===== src/rtl/wdog_pkg.sv =====
package wdog_pkg;
    localparam int STAB_TAPS  = 7;
    localparam int WD_TAPS    = 4;
    localparam int STAB_SEL_W = 3;
    localparam int WD_SEL_W   = 2;
    localparam int CFG_W      = 3;

    localparam logic SEL_CTRL  = 1'b0;
    localparam logic SEL_DELAY = 1'b1;

    typedef struct packed {
        logic                  en;
        logic [WD_SEL_W-1:0]   per;
        logic [STAB_SEL_W-1:0] dly;
    } cfg_t;

    localparam cfg_t CFG_RST = '{en: 1'b0, per: '0, dly: 3'd6};
endpackage


===== src/rtl/wdog_tap_match.sv =====
module wdog_tap_match #(
    parameter int W     = 8,
    parameter int BASE  = 1,
    parameter int STEP  = 1,
    parameter int TAPS  = 2,
    parameter int SEL_W = 1
) (
    input  logic [W-1:0]     cnt_i,
    input  logic [SEL_W-1:0] sel_i,
    output logic             hit_o
);
    logic [TAPS-1:0]  hit_vec;
    logic [SEL_W-1:0] idx;

    // A tap is reached on the count just before its low bits wrap to zero.
    for (genvar i = 0; i < TAPS; i++) begin : g_tap
        localparam int LEN = BASE + STEP * i;
        assign hit_vec[i] = &cnt_i[LEN-1:0];
    end

    // Select codes above the last tap saturate to the last tap.
    always_comb begin
        if (int'(sel_i) >= TAPS) idx = SEL_W'(TAPS - 1);
        else                     idx = sel_i;
    end

    assign hit_o = hit_vec[idx];
endmodule


===== src/rtl/wdog_core.sv =====
module wdog_core
    import wdog_pkg::*;
#(
    parameter int STAB_BASE = 2,
    parameter int STAB_STEP = 2,
    parameter int WD_BASE   = 16,
    parameter int WD_STEP   = 2
) (
    input  logic             clk_i,
    input  logic             rst_ni,
    input  logic             wr_en_i,
    input  logic             wr_sel_i,
    input  logic [CFG_W-1:0] wr_data_i,
    input  logic             stop_i,
    input  logic             halt_i,
    output logic             irq_o,
    output logic             stab_done_o,
    output logic             rst_req_o
);
    localparam int CNT_W  = WD_BASE + WD_STEP * (WD_TAPS - 1);
    localparam int STAB_W = STAB_BASE + STAB_STEP * (STAB_TAPS - 1);

    typedef struct packed {
        logic [CNT_W-1:0] cnt;
        logic             done;
        logic             armed;
        logic             irq;
        logic             req;
        cfg_t             cfg;
    } state_t;

    localparam state_t ST_RST = '{cnt: '0, done: 1'b0, armed: 1'b0,
                                  irq: 1'b0, req: 1'b0, cfg: CFG_RST};

    state_t st_d, st_q;
    logic   ctl_wr, dly_wr, stab_hit, wd_hit;

    assign ctl_wr = wr_en_i && (wr_sel_i == SEL_CTRL);
    assign dly_wr = wr_en_i && (wr_sel_i == SEL_DELAY);

    wdog_tap_match #(
        .W(STAB_W), .BASE(STAB_BASE), .STEP(STAB_STEP),
        .TAPS(STAB_TAPS), .SEL_W(STAB_SEL_W)
    ) u_stab_tap (
        .cnt_i (st_q.cnt[STAB_W-1:0]),
        .sel_i (st_q.cfg.dly),
        .hit_o (stab_hit)
    );

    wdog_tap_match #(
        .W(CNT_W), .BASE(WD_BASE), .STEP(WD_STEP),
        .TAPS(WD_TAPS), .SEL_W(WD_SEL_W)
    ) u_wd_tap (
        .cnt_i (st_q.cnt),
        .sel_i (st_q.cfg.per),
        .hit_o (wd_hit)
    );

    always_comb begin
        st_d     = st_q;
        st_d.irq = 1'b0;

        // Counter path: stop beats service write, service write beats counting.
        if (stop_i) begin
            st_d.cnt   = '0;
            st_d.done  = 1'b0;
            st_d.armed = 1'b0;
        end else if (ctl_wr) begin
            st_d.cnt   = '0;
            st_d.armed = 1'b0;
        end else if (!halt_i) begin
            st_d.cnt = st_q.cnt + CNT_W'(1);
            if (!st_q.done && stab_hit) begin
                st_d.done = 1'b1;
            end
            if (st_q.done && st_q.cfg.en && wd_hit) begin
                st_d.irq   = 1'b1;
                st_d.armed = 1'b1;
                if (st_q.armed) begin
                    st_d.req = 1'b1;
                end
            end
        end

        // Register writes.
        if (ctl_wr) begin
            st_d.cfg.en  = wr_data_i[0];
            st_d.cfg.per = wr_data_i[2:1];
        end
        if (dly_wr) begin
            st_d.cfg.dly = wr_data_i;
        end
    end

    always_ff @(posedge clk_i or negedge rst_ni) begin
        if (!rst_ni) st_q <= ST_RST;
        else         st_q <= st_d;
    end

    assign irq_o       = st_q.irq;
    assign stab_done_o = st_q.done;
    assign rst_req_o   = st_q.req;
endmodule


===== config.mk =====
export PLATFORM = sky130hd
export DESIGN_NAME = wdog_core
export DESIGN_NICKNAME = d
export VERILOG_FILES = /design/src/rtl/wdog_pkg.sv /design/src/rtl/wdog_tap_match.sv /design/src/rtl/wdog_core.sv
export SDC_FILE = /design/constraint.sdc
export NUM_CORES = 1
export LEC_CHECK = 0
export ABC_AREA = 1
export BUFFER_PORTS_ARGS = -buffer_cell sky130_fd_sc_hd__buf_4
export CAP_MARGIN = 0
export CORE_MARGIN = 2
export CORE_UTILIZATION = 45
export CTS_BUF_LIST = sky130_fd_sc_hd__clkbuf_16
export DETAILED_ROUTE_END_ITERATION = 8
export PLACE_DENSITY_LB_ADDON = 0.12
export SLEW_MARGIN = 20
export SYNTH_ARGS = -nofsm -noshare
export SYNTH_HDL_FRONTEND = slang
export SYNTH_SLANG_ARGS = --single-unit

===== constraint.sdc =====
create_clock -name clk_i -period 1.5 [get_ports clk_i]
set_input_delay 0.3 -clock clk_i [delete_from_list [all_inputs] [get_ports clk_i]]
set_output_delay 0.3 -clock clk_i [all_outputs]
set_load 0.01 [all_outputs]

After elaboration in Yosys (flattened, before gate mapping)

Index checks and enable logic that the tools add are counted.

Bits in registers: 32
Input bits: 9
Output and inout port bits: 3
Word-level logic and storage cells: 56

Add/sub/neg operators: 1
Order comparisons: 3
Equal/unequal tests: 3
Muxes and demuxes: 15
Bitwise operators: 4
Reductions and logical operators: 22

Operator list:

| cell                  | number |
|---|---|
| $mux 26               | 1 |
| $mux 24               | 1 |
| $add 22x1->22 const B | 1 |
| $mux 22               | 1 |
| $reduce_and 22->1     | 1 |
| $reduce_and 20->1     | 1 |
| $reduce_and 18->1     | 1 |
| $reduce_and 16->1     | 1 |
| $reduce_and 14->1     | 1 |
| $reduce_and 12->1     | 1 |
| $reduce_and 10->1     | 1 |
| $reduce_and 8->1      | 1 |
| $mux 1                | 6 |
| $mux 3                | 2 |
| $reduce_and 6->1      | 1 |
| $logic_and 1x1->1     | 5 |
| $reduce_and 5->1      | 1 |
| $lt 3x4->1 const B    | 1 |
| $mux 2                | 2 |
| $ne 2x2->1 const B    | 2 |
| $not 1->1             | 4 |
| $reduce_and 2->1      | 2 |
| $reduce_and 4->1      | 1 |
| $bmux 1 s3            | 1 |
| other kinds (8)       | 8 |

Longest topological paths before layout

Gate-level depths: netlist of run 1.

Depth in word-level cells: 9
Gate-level depth with buffers: 10
Depth with buffers taken out: 10

Cells and area by module

Synthesis of run 1 repeated with hierarchy kept, for this count alone.

Cell total of the unflattened synthesis: 267
Area, all modules: 1964.4 µm²

By module, submodules not included:

| module                      | times used | cells each | area an instance (µm²) | sequential area each (µm²) |
|---|---|---|---|---|
| wdog_core                   | 1          | 227        | 1795.5                 | 803.3 |
| wdog_tap_match (u_stab_tap) | 1          | 21         | 86.3                   | 0.0 |
| wdog_tap_match (u_wd_tap)   | 1          | 19         | 82.6                   | 0.0 |

Least setup slack after synthesis of run 1

Ideal clock, no wire load.

Path kind: register to register
Start point: register st_q[10] in the netlist's numbering
End point: register st_q[20] in the netlist's numbering
Library setup time: 116 ps
Arrival time: 1224 ps
Data required time: 1384 ps
Slack: 160 ps
Cell stages (with the launch flop): 9
Path buffers: 0
Clock period less this slack: 1340 ps
Cells stage by stage: dfrtp_1 -> ha_1 -> inv_1 -> nor2_4 -> nand2_1 -> nor2_1 -> or2_2 -> nand2_1 -> nand2_1

Word-level cells in the longest chain between the ends: 4

Ends and longest elaborated chain:

| element                | line            | text |
|---|---|---|
| from (decl)            | wdog_core.sv:35 | `state_t st_d, st_q;` |
| from (signal assigned) | wdog_core.sv:97 | `else st_q <= st_d;` |
| $add 22x1->22          | wdog_core.sv:72 | `st_d.cnt = st_q.cnt + CNT_W'(1);` |
| $mux 26                | wdog_core.sv:71 | `end else if (!halt_i) begin` |
| $mux 22                | wdog_core.sv:68 | `end else if (ctl_wr) begin` |
| $mux 24                | wdog_core.sv:64 | `if (stop_i) begin` |

No other way between the ends. The select of a mux whose other input is x is not followed.
A chain may end at the register's enable or synchronous reset.

Worst setup path in the final report of run 1

Start point: register st_q[11] in the netlist's numbering
End point: register st_q[28] in the netlist's numbering

Same word-level chain as after synthesis.

==> results.toml, run 1 <==
[power]
combPwrFrac_pct = 8.6
seq_power_share_pct = 41.2
share_clk_of_total_power_pct = 50.2
p_sw_mw = 0.5244
p_int_mw = 1.766
power.share.switching_pct = 22.89
ir_drop_mv = 0.7372
total_power_mw = 2.290
power.leakage_nw = 1.040
cellPowerDensity_nw_per_um2 = 1032

[clocking]
clk_pin_slew_worst_paths_ps = 50
cts_tree = "done"
root_buffer = "clkbuf_16"
clk_latency_ps = 270
clk_path_buf_depth = 2
cts_max_level = 2
cts.sinks = 32
numCtsBuffers = 5

[min_path]
hold_path.class = "in2reg"

[route]
vias = 1653
dr.pass1.iters = 4
postRouteAntennaNets = 0
routed_wl_um = 4228
drtIter0Drc = 94
post_drt_wl_per_cell_um = 12.55
avgViaCountPerCell = 4.905
drcViolationCount = 0

[critical_path]
cp_max_fo = 5
endpoint_kind = "flop"
cp.arrival_ps = 1530
timing.critical_path.from_type = "flop"
crit_type = "reg2reg"
required_ps = 1660

[synth]
synth_area_per_cell_um2 = 7.022
synth_edf_count = 0
synthArstFlopShare_pct = 100.0
yosys_warnings = 0
synth_seq_cells = 32
netlist_area_um2 = 1847
dominantRegCellSynth = "dfrtp_1"
ys_types = 26
syn_nets = 273
syn-instance-count = 263
synth-seq-area-share_pct = 43.50

[final_layout]
fin_util_pct = 55.89
layout.nets = 296
syn_to_final_growth_pct = 20.19
drive_above_1_share_pct = 17.42
diodes = 0
num-fill-cells = 386
multi_input_area_um2 = 924.6
design_area_um2 = 2220
regArea_um2 = 803.3

[placed_design]
placed_cell_area_um2 = 2007
io_buffers = 11
dpl.hpwl_um = 3208
gp_congestion = 0.8498

[die]
die_area_um2 = 4632
num_rows = 23
core_area_um2 = 3971
ios = 12
start_util_pct = 46.50
die_h_um = 68.06
dieWidth_um = 68.06

[global_routing]
grt_max_degree = 33
grt-ovfl-total = 0
grt_pass1_vias = 1570
grt_antenna_before_repair = 0
grt_pass1_wl_um = 7307
grt_usage_pct = 21.77

[sta]
min_period_over_period_pct = 91.01
slew_violations = 0
clock_skew_ps = 4.913
max_freq_mhz = 732.5
min_period_ps = 1365
worst_pin_slew_ps = 422.8
relSlewSlack_pct = 71.81
rsz0062_at_grt = "yes"
hold_violations = 0
setup_viol = 0

[status]
run_status = "finished clean"

[run]
cap_violations = 0
path summary, 6_finish.rpt:
check / start / endpoint / slack [ps] / depth (start not counted)
min: stop_i / st_q[17] / 250 / 2
max in group asynchronous: rst_ni / st_q[2] / 660 / 2
min in group asynchronous: rst_ni / st_q[18] / 510 / 2
max: st_q[11] / st_q[28] / 130 / 10
min reg2reg: rst_req_o / rst_req_o / 470 / 2
max reg2reg: st_q[11] / st_q[28] / 130 / 10
final cells by class:
cell class              count  share of cell area [%]
clock buffers               5                   5.637
clock inverters             3                   1.917
inverters                  35                   5.919
multi-input cells         195                   41.66
flip-flops and latches     32                   36.19
well taps                  50                   2.818
repair buffers             17                   5.862
metrics by stage:
stage               worst slack [ps]  TNS, ps  hold WS [ps]  std cells
floorplan                      159.6        0         4.409        263
global placement               67.83        0         269.9        326
detailed placement             45.96        0         266.2        326
CTS                            38.94        0         247.8        335
global route                  -20.89   -36.96         263.2        337
finish                         134.9        0         247.4        337
kinds of logic after synthesis:
kind of cell	count (synthesis)	share of synthesized area, %
DFF	32	43.50
buffers and inverters	36	7.521
AOI/OAI and AO/OA	30	8.875
and+or+nand+nor	164	39.43
adders and majority gates	1	0.6774
placed cells by master (no fill, tap or decap), types with 2 or more instances in the layout:
| cell | n |
|---|---|
| nand2_1 | 77 |
| nor2_1 | 38 |
| inv_1 | 30 |
| nor2_2 | 3 |
| nand2_2 | 8 |
| dfrtp_1 | 30 |
| nand4_1 | 4 |
| a21oi_1 | 12 |
| o21a_1 | 2 |
| nand3b_1 | 2 |
| inv_2 | 4 |
| o21ai_0 | 13 |
| nor2_4 | 4 |
| nand3_2 | 2 |
| dfstp_2 | 2 |
| and2_1 | 2 |
| buf_4 | 16 |
| nand3_1 | 21 |
| clkbuf_16 | 5 |
repair_timing:
item | CTS | global route
setup endpoints to repair | 0 | 4
endpoints found under the hold margin | 30 | 0
gates resized for setup | 0 | 8
buffers inserted | 0 | 2
hold buffers | 1 | 0
state kept, by name (all words and copies together), names as in the netlist:
name / count
st_q: 29
irq_o: 1
rst_req_o: 1
stab_done_o: 1
metal layers:
layer	part of all wire, %	up-vias	wire length [um]	global-route usage (%)
li1	-	880	-	-
met1	48	740	2033	29.61
met2	47	31	1977	34.47
met3	4.5	2	189	4.934
met4	0.64	0	27	6.750
met5	0	-	0	0
worst max-delay path, cell delays in order (launching register included):
cell	delay, ps
dfrtp_1	370
ha_2	190
inv_2	50
nor2_4	130
nand2_2	90
inv_2	90
nand2_2	60
nor2_2	120
nand2_1	60
nand2_1	50
nor2_1	50
cell usage after synthesis (2+ instances only):
master    instances  share of area (%)
nand2_1          80                 16
nor2_1           38                7.7
inv_1            32                6.5
dfrtp_1          30                 41
nand3_1          22                6.0
o21ai_0          13                3.5
a21oi_1          12                3.3
nand2_2           5                1.7
nand4_1           4                1.4
nor2_2            4                1.4
nor2_4            3                1.8
and2_1            2               0.68
dfstp_2           2                2.8
inv_2             2               0.41
nand3b_1          2               0.81
o21a_1            2               0.81
power groups by stage:
stage	clock, mW	combinational [mW]	sequential, mW
floorplan	0	0.116	0.949
global placement	0	0.190	0.956
detailed placement	0	0.194	0.958
CTS	1.17	0.195	0.943
global route	1.22	0.228	0.951
finish	1.15	0.197	0.943
No activity file was read; power rests on OpenSTA's default activity.
==> run 2, diff against run 1 <==
--- a/config.mk
+++ b/config.mk
@@ -6,6 +6,7 @@
 export NUM_CORES = 1
 export LEC_CHECK = 0
 export ABC_AREA = 1
+export ABC_CLOCK_PERIOD_IN_PS = 1100
 export BUFFER_PORTS_ARGS = -buffer_cell sky130_fd_sc_hd__buf_4
 export CAP_MARGIN = 0
 export CORE_MARGIN = 2
==> constraint.sdc (replaced) <==
create_clock -name clk_i -period 1.1 [get_ports clk_i]
set_input_delay 0.22 -clock clk_i [delete_from_list [all_inputs] [get_ports clk_i]]
set_output_delay 0.22 -clock clk_i [all_outputs]
set_load 0.01 [all_outputs]
==> run 2 against run 1 <==
Net effect: the flow now finishes with violations (negative setup slack); non-clock buffer count increased by 51; critical endpoint unchanged; register-to-register slack got worse by 390 ps; global-route usage increased by 2.6 points.
==> results.toml, run 2 (synthesized netlist as in run 1, its figures left out) <==
[status]
run_status = "finished with violations"
violations = "negative setup slack"

[placed_design]
dp_slack_ps = -224.3
io_buffers = 11
placed_cell_area_um2 = 2350
dpl.hpwl_um = 3553
gp_congestion = 0.8855

[die]
start_util_pct = 46.50
core_area_um2 = 3971
dieWidth_um = 68.06
num_rows = 23
die_area_um2 = 4632
die_h_um = 68.06
ios = 12

[route]
dr.pass1.iters = 4
post_drt_wl_per_cell_um = 13.00
routed_wl_um = 5044
vias = 1878
avgViaCountPerCell = 4.840
drtIter0Drc = 87
drcViolationCount = 0
postRouteAntennaNets = 0

[power]
cellPowerDensity_nw_per_um2 = 1103
power.leakage_nw = 1.316
ir_drop_mv = 0.9843
total_power_mw = 3.013

[clocking]
cts_max_level = 2
clk_latency_ps = 280
root_buffer = "clkbuf_16"
cts_tree = "done"
clk_path_buf_depth = 2
cts.sinks = 32
clk_pin_slew_worst_paths_ps = 60
numCtsBuffers = 5

[final_layout]
num-fill-cells = 347
final_common_cell = "nand2_1"
multi_input_area_um2 = 1059
syn_to_final_growth_pct = 47.97
drive_above_1_share_pct = 37.28
design_area_um2 = 2733
layout_common_cells = "nand2_1 (70), buf_4 (61), inv_1 (30)"
largest_reg_flops = 29
top_register = "st_q"
regArea_um2 = 805.8
diodes = 0
fin_util_pct = 68.81
layout.nets = 347

[global_routing]
grt_pass1_wl_um = 8204
grt_usage_pct = 24.33
grt_max_degree = 33
grt-ovfl-total = 0
grt_pass1_vias = 1763
grt_antenna_before_repair = 0

[critical_path]
cp.arrival_ps = 1530
cp_max_fo = 3
crit_start = "st_q[10]"
timing.critical_path.from_type = "flop"
regToRegStartpoint = "st_q[10]"
required_ps = 1270
crit_type = "reg2reg"
endpoint_kind = "flop"

[sta]
hold_violations = 0
relSlewSlack_pct = 71.29
tns_ps = -3900
worst_pin_slew_ps = 430.7
min_period_over_period_pct = 123.2
finalWorstSetupSlack_ps = -255.3
clock_skew_ps = 8.160
rsz0062_at_grt = "yes"
max_freq_mhz = 737.8
min_period_ps = 1355
slew_violations = 0
setup_viol = 23

[min_path]
hold_path_startpoint = "stop_i"
hold_path.class = "in2reg"

[run]
cap_violations = 0
[run 2: critical path, stage by stage (launching register included)]
cell and delay [ps]:
dfrtp_1 410, ha_4 170, inv_4 40, nor2_4 140, nand2_2 100, inv_2 80, nand2_1 60, nor2_2 100
nand2_1 60, nand2_1 60, nor2_1 40
[run 2: layer usage]
| metal | vias up | wire, um | GRT usage (%) |
|---|---|---|---|
| li1 | 974 | - | - |
| met1 | 871 | 2403 | 33.37 |
| met2 | 26 | 2419 | 38.47 |
| met3 | 7 | 159 | 4.441 |
| met4 | 0 | 61 | 8.500 |
| met5 | - | 0 | 0 |
[run 2: area by class of cell]
cell class	instances	area share, %
flip-flops and latches	32	29.49
clock buffers	5	4.579
inverters	35	4.899
clock inverters	3	0.4121
well taps	50	2.289
multi-input cells	195	38.74
repair buffers	68	19.60
[run 2: what timing repair did]
action | 4_1_cts | 5_1_grt
hold endpoints to repair | 30 | 0
buffers inserted | 5 | 6
gates cloned | 0 | 0
setup endpoints to repair | 23 | 25
pin swaps | 18 | 9
gates resized for setup | 22 | 24
hold buffers | 1 | 0
[run 2: metrics by stage]
step / hold WS [ps] / instances
after floorplan: -75.59 / 263
after global placement: 196.6 / 368
after detailed placement: 189.4 / 368
after CTS: 155.2 / 382
after global routing: 173.1 / 388
final: 153.6 / 388
[run 2: final timing paths]
| check | slack, ps | depth (start not counted) | to |
|---|---|---|---|
| hold reg to reg | 470 | 2 | rst_req_o |
| setup / recovery | -260 | 10 | st_q[28] |
| max in group asynchronous | 330 | 2 | st_q[2] |
| setup reg to reg | -260 | 10 | st_q[28] |
| min in group asynchronous | 430 | 2 | st_q[20] |
| hold / removal | 150 | 2 | st_q[17] |
[run 2: where the power goes]
part	leakage [nW]	total, mW	switching (mW)	internal (mW)
clock network	0.0701	1.31	0.496	0.813
logic	0.823	0.402	0.203	0.199
registers	0.423	1.30	0.0611	1.24
==> run 3, diff against run 2 <==
==> constraint.sdc (replaced) <==
create_clock -name clk_i -period 1.1 [get_ports clk_i]
set_input_delay 0.22 -clock clk_i [delete_from_list [all_inputs] [get_ports clk_i]]
set_output_delay 0.22 -clock clk_i [all_outputs]
set_load 0.05 [all_outputs]
==> run 3 against run 2 <==
Net effect: the run still ends with negative setup slack left; die area is the same; clock-buffer cell count is the same; clock power is essentially flat; sequential share of layout area shrank 0.081 points; global-route usage grew 0.10 points; worst setup slack lost 13 ps; utilization grew 0.19 points; fmax shrank 0.97%; sequential power is essentially flat; register-to-register slack is essentially flat; largest power group unchanged.
==> results.toml, run 3 (synthesized netlist as in run 1, its figures left out) <==
[status]
run_status = "finished with violations"
violations = "negative setup slack"

[final_layout]
design_area_um2 = 2740
largest_reg_flops = 29
top_register = "st_q"
syn_to_final_growth_pct = 48.37
num-fill-cells = 346
layout.nets = 348
layout_common_cells = "nand2_1 (70), buf_4 (62), inv_1 (30)"
drive_above_1_share_pct = 37.46
final_common_cell = "nand2_1"
diodes = 0
multi_input_area_um2 = 1059
regArea_um2 = 805.8

[clocking]
clk_latency_ps = 280
cts_max_level = 2
clk_pin_slew_worst_paths_ps = 60
root_buffer = "clkbuf_16"
clk_path_buf_depth = 2
numCtsBuffers = 5
cts_tree = "done"
cts.sinks = 32

[route]
post_drt_wl_per_cell_um = 13.10
avgViaCountPerCell = 4.887
drcViolationCount = 0
vias = 1901
postRouteAntennaNets = 0
dr.pass1.iters = 4
routed_wl_um = 5097
drtIter0Drc = 78

[critical_path]
cp.arrival_ps = 1540
ff2ff_setup_slack_ps = -270
r2r_cells = 10
cp_max_fo = 3
regToRegStartpoint = "st_q[10]"
critical-path-max-stage-delay_ps = 420
crit_type = "reg2reg"
reg2reg_to = "st_q[28]"
cp_slowest_cell = "dfrtp_1"
path_cells = "ha_4, inv_4, nor2_4, nand2_2, inv_2, nand2_1, nor2_2, nand2_1, nand2_1, nor2_1"
required_ps = 1270
crit_start = "st_q[10]"
crit_top_cell = "nand2_1"
timing.critical_path.from_type = "flop"
endpoint_kind = "flop"

[global_routing]
grt-ovfl-total = 0
grt_max_degree = 33
grt_pass1_wl_um = 8238
grt_usage_pct = 24.44
grt_antenna_before_repair = 0
grt_pass1_vias = 1772

[placed_design]
placed_cell_area_um2 = 2350
io_buffers = 11
gp_congestion = 0.8855
dpl.hpwl_um = 3553

[min_path]
whs_path_depth = 2
hold_path.class = "in2reg"
hold_path_startpoint = "stop_i"
holdPathEnd = "st_q[17]"

[sta]
setup_viol = 23
relSlewSlack_pct = 71.35
slew_violations = 0
min_period_over_period_pct = 124.4
min_period_ps = 1369
holdWs_ps = 152.6
hold_violations = 0
rsz0062_at_grt = "yes"
max_freq_mhz = 730.7
clock_skew_ps = 8.269
worst_pin_slew_ps = 429.8
finalWorstSetupSlack_ps = -268.5

[power]
power.leakage_nw = 1.322
ir_drop_mv = 0.9987
total_power_mw = 3.032
cellPowerDensity_nw_per_um2 = 1107

[die]
core_area_um2 = 3971
dieWidth_um = 68.06
die_area_um2 = 4632
die_h_um = 68.06
ios = 12
start_util_pct = 46.50
num_rows = 23

[run]
cap_violations = 0
run 3: cell types whose count changed in the layout (fill, tap and decap cells not counted):
cell	change
buf_4	+1
run 3: final cells by class:
cell class                 count  area share (%)
tap                           50           2.283
clock inverter                 3          0.4110
sequential                    32           29.41
clock buffer                   5           4.566
multi-input combinational    195           38.63
inverter                      35           4.886
timing repair buffer          69           19.82
run 3: power breakdown:
part           leakage (nW)  total, mW  internal, mW  switching [mW]
sequential            0.423       1.30          1.24          0.0617
clock                0.0701       1.31         0.813           0.498
combinational         0.829      0.418         0.203           0.215
run 3: layer usage:
metal	track usage (%)	up-vias	routed length, um
met2	38.47	33	2431
met4	8.500	0	86
met5	0	-	0
met3	4.441	8	177
li1	-	976	-
met1	33.68	884	2402
run 3: timing repair:
| action | in CTS | in global routing |
|---|---|---|
| setup endpoints to repair | 24 | 24 |
| buffers inserted | 6 | 6 |
| pin swaps | 18 | 9 |
| gates resized for setup | 23 | 23 |
| endpoints found under the hold margin | 30 | 0 |
| hold buffers | 1 | 0 |
run 3: how the worst max path moves through the flow:
| stage | slack, ps | end |
|---|---|---|
| 6_report | -270 | st_q[28] |
| 4_1_cts | -200 | st_q[28] |
| 3_3_place_gp | -230 | st_q[20] |
| 2_1_floorplan | -110 | st_q[28] |
| 5_1_grt | -340 | st_q[28] |
| 3_5_place_dp | -220 | st_q[26] |
run 3: critical path: cells and delay by family, from the launching register on:
family	cells	cell delay, ps
fa+ha+maj	1	170
buf+inv	2	130
simple gates	7	560
flops	1	420
run 3: through the flow:
step	instances	utilization (%)	setup TNS [ps]	setup slack (ps)
after CTS	383	65.82	-2912	-204.7
after detailed placement	368	59.17	-3758	-224.3
after floorplan	263	-	-986.4	-112.9
after global routing	389	69.00	-6352	-337.7
after global placement	368	59.17	-3544	-226.6
final	389	69.00	-4194	-268.5
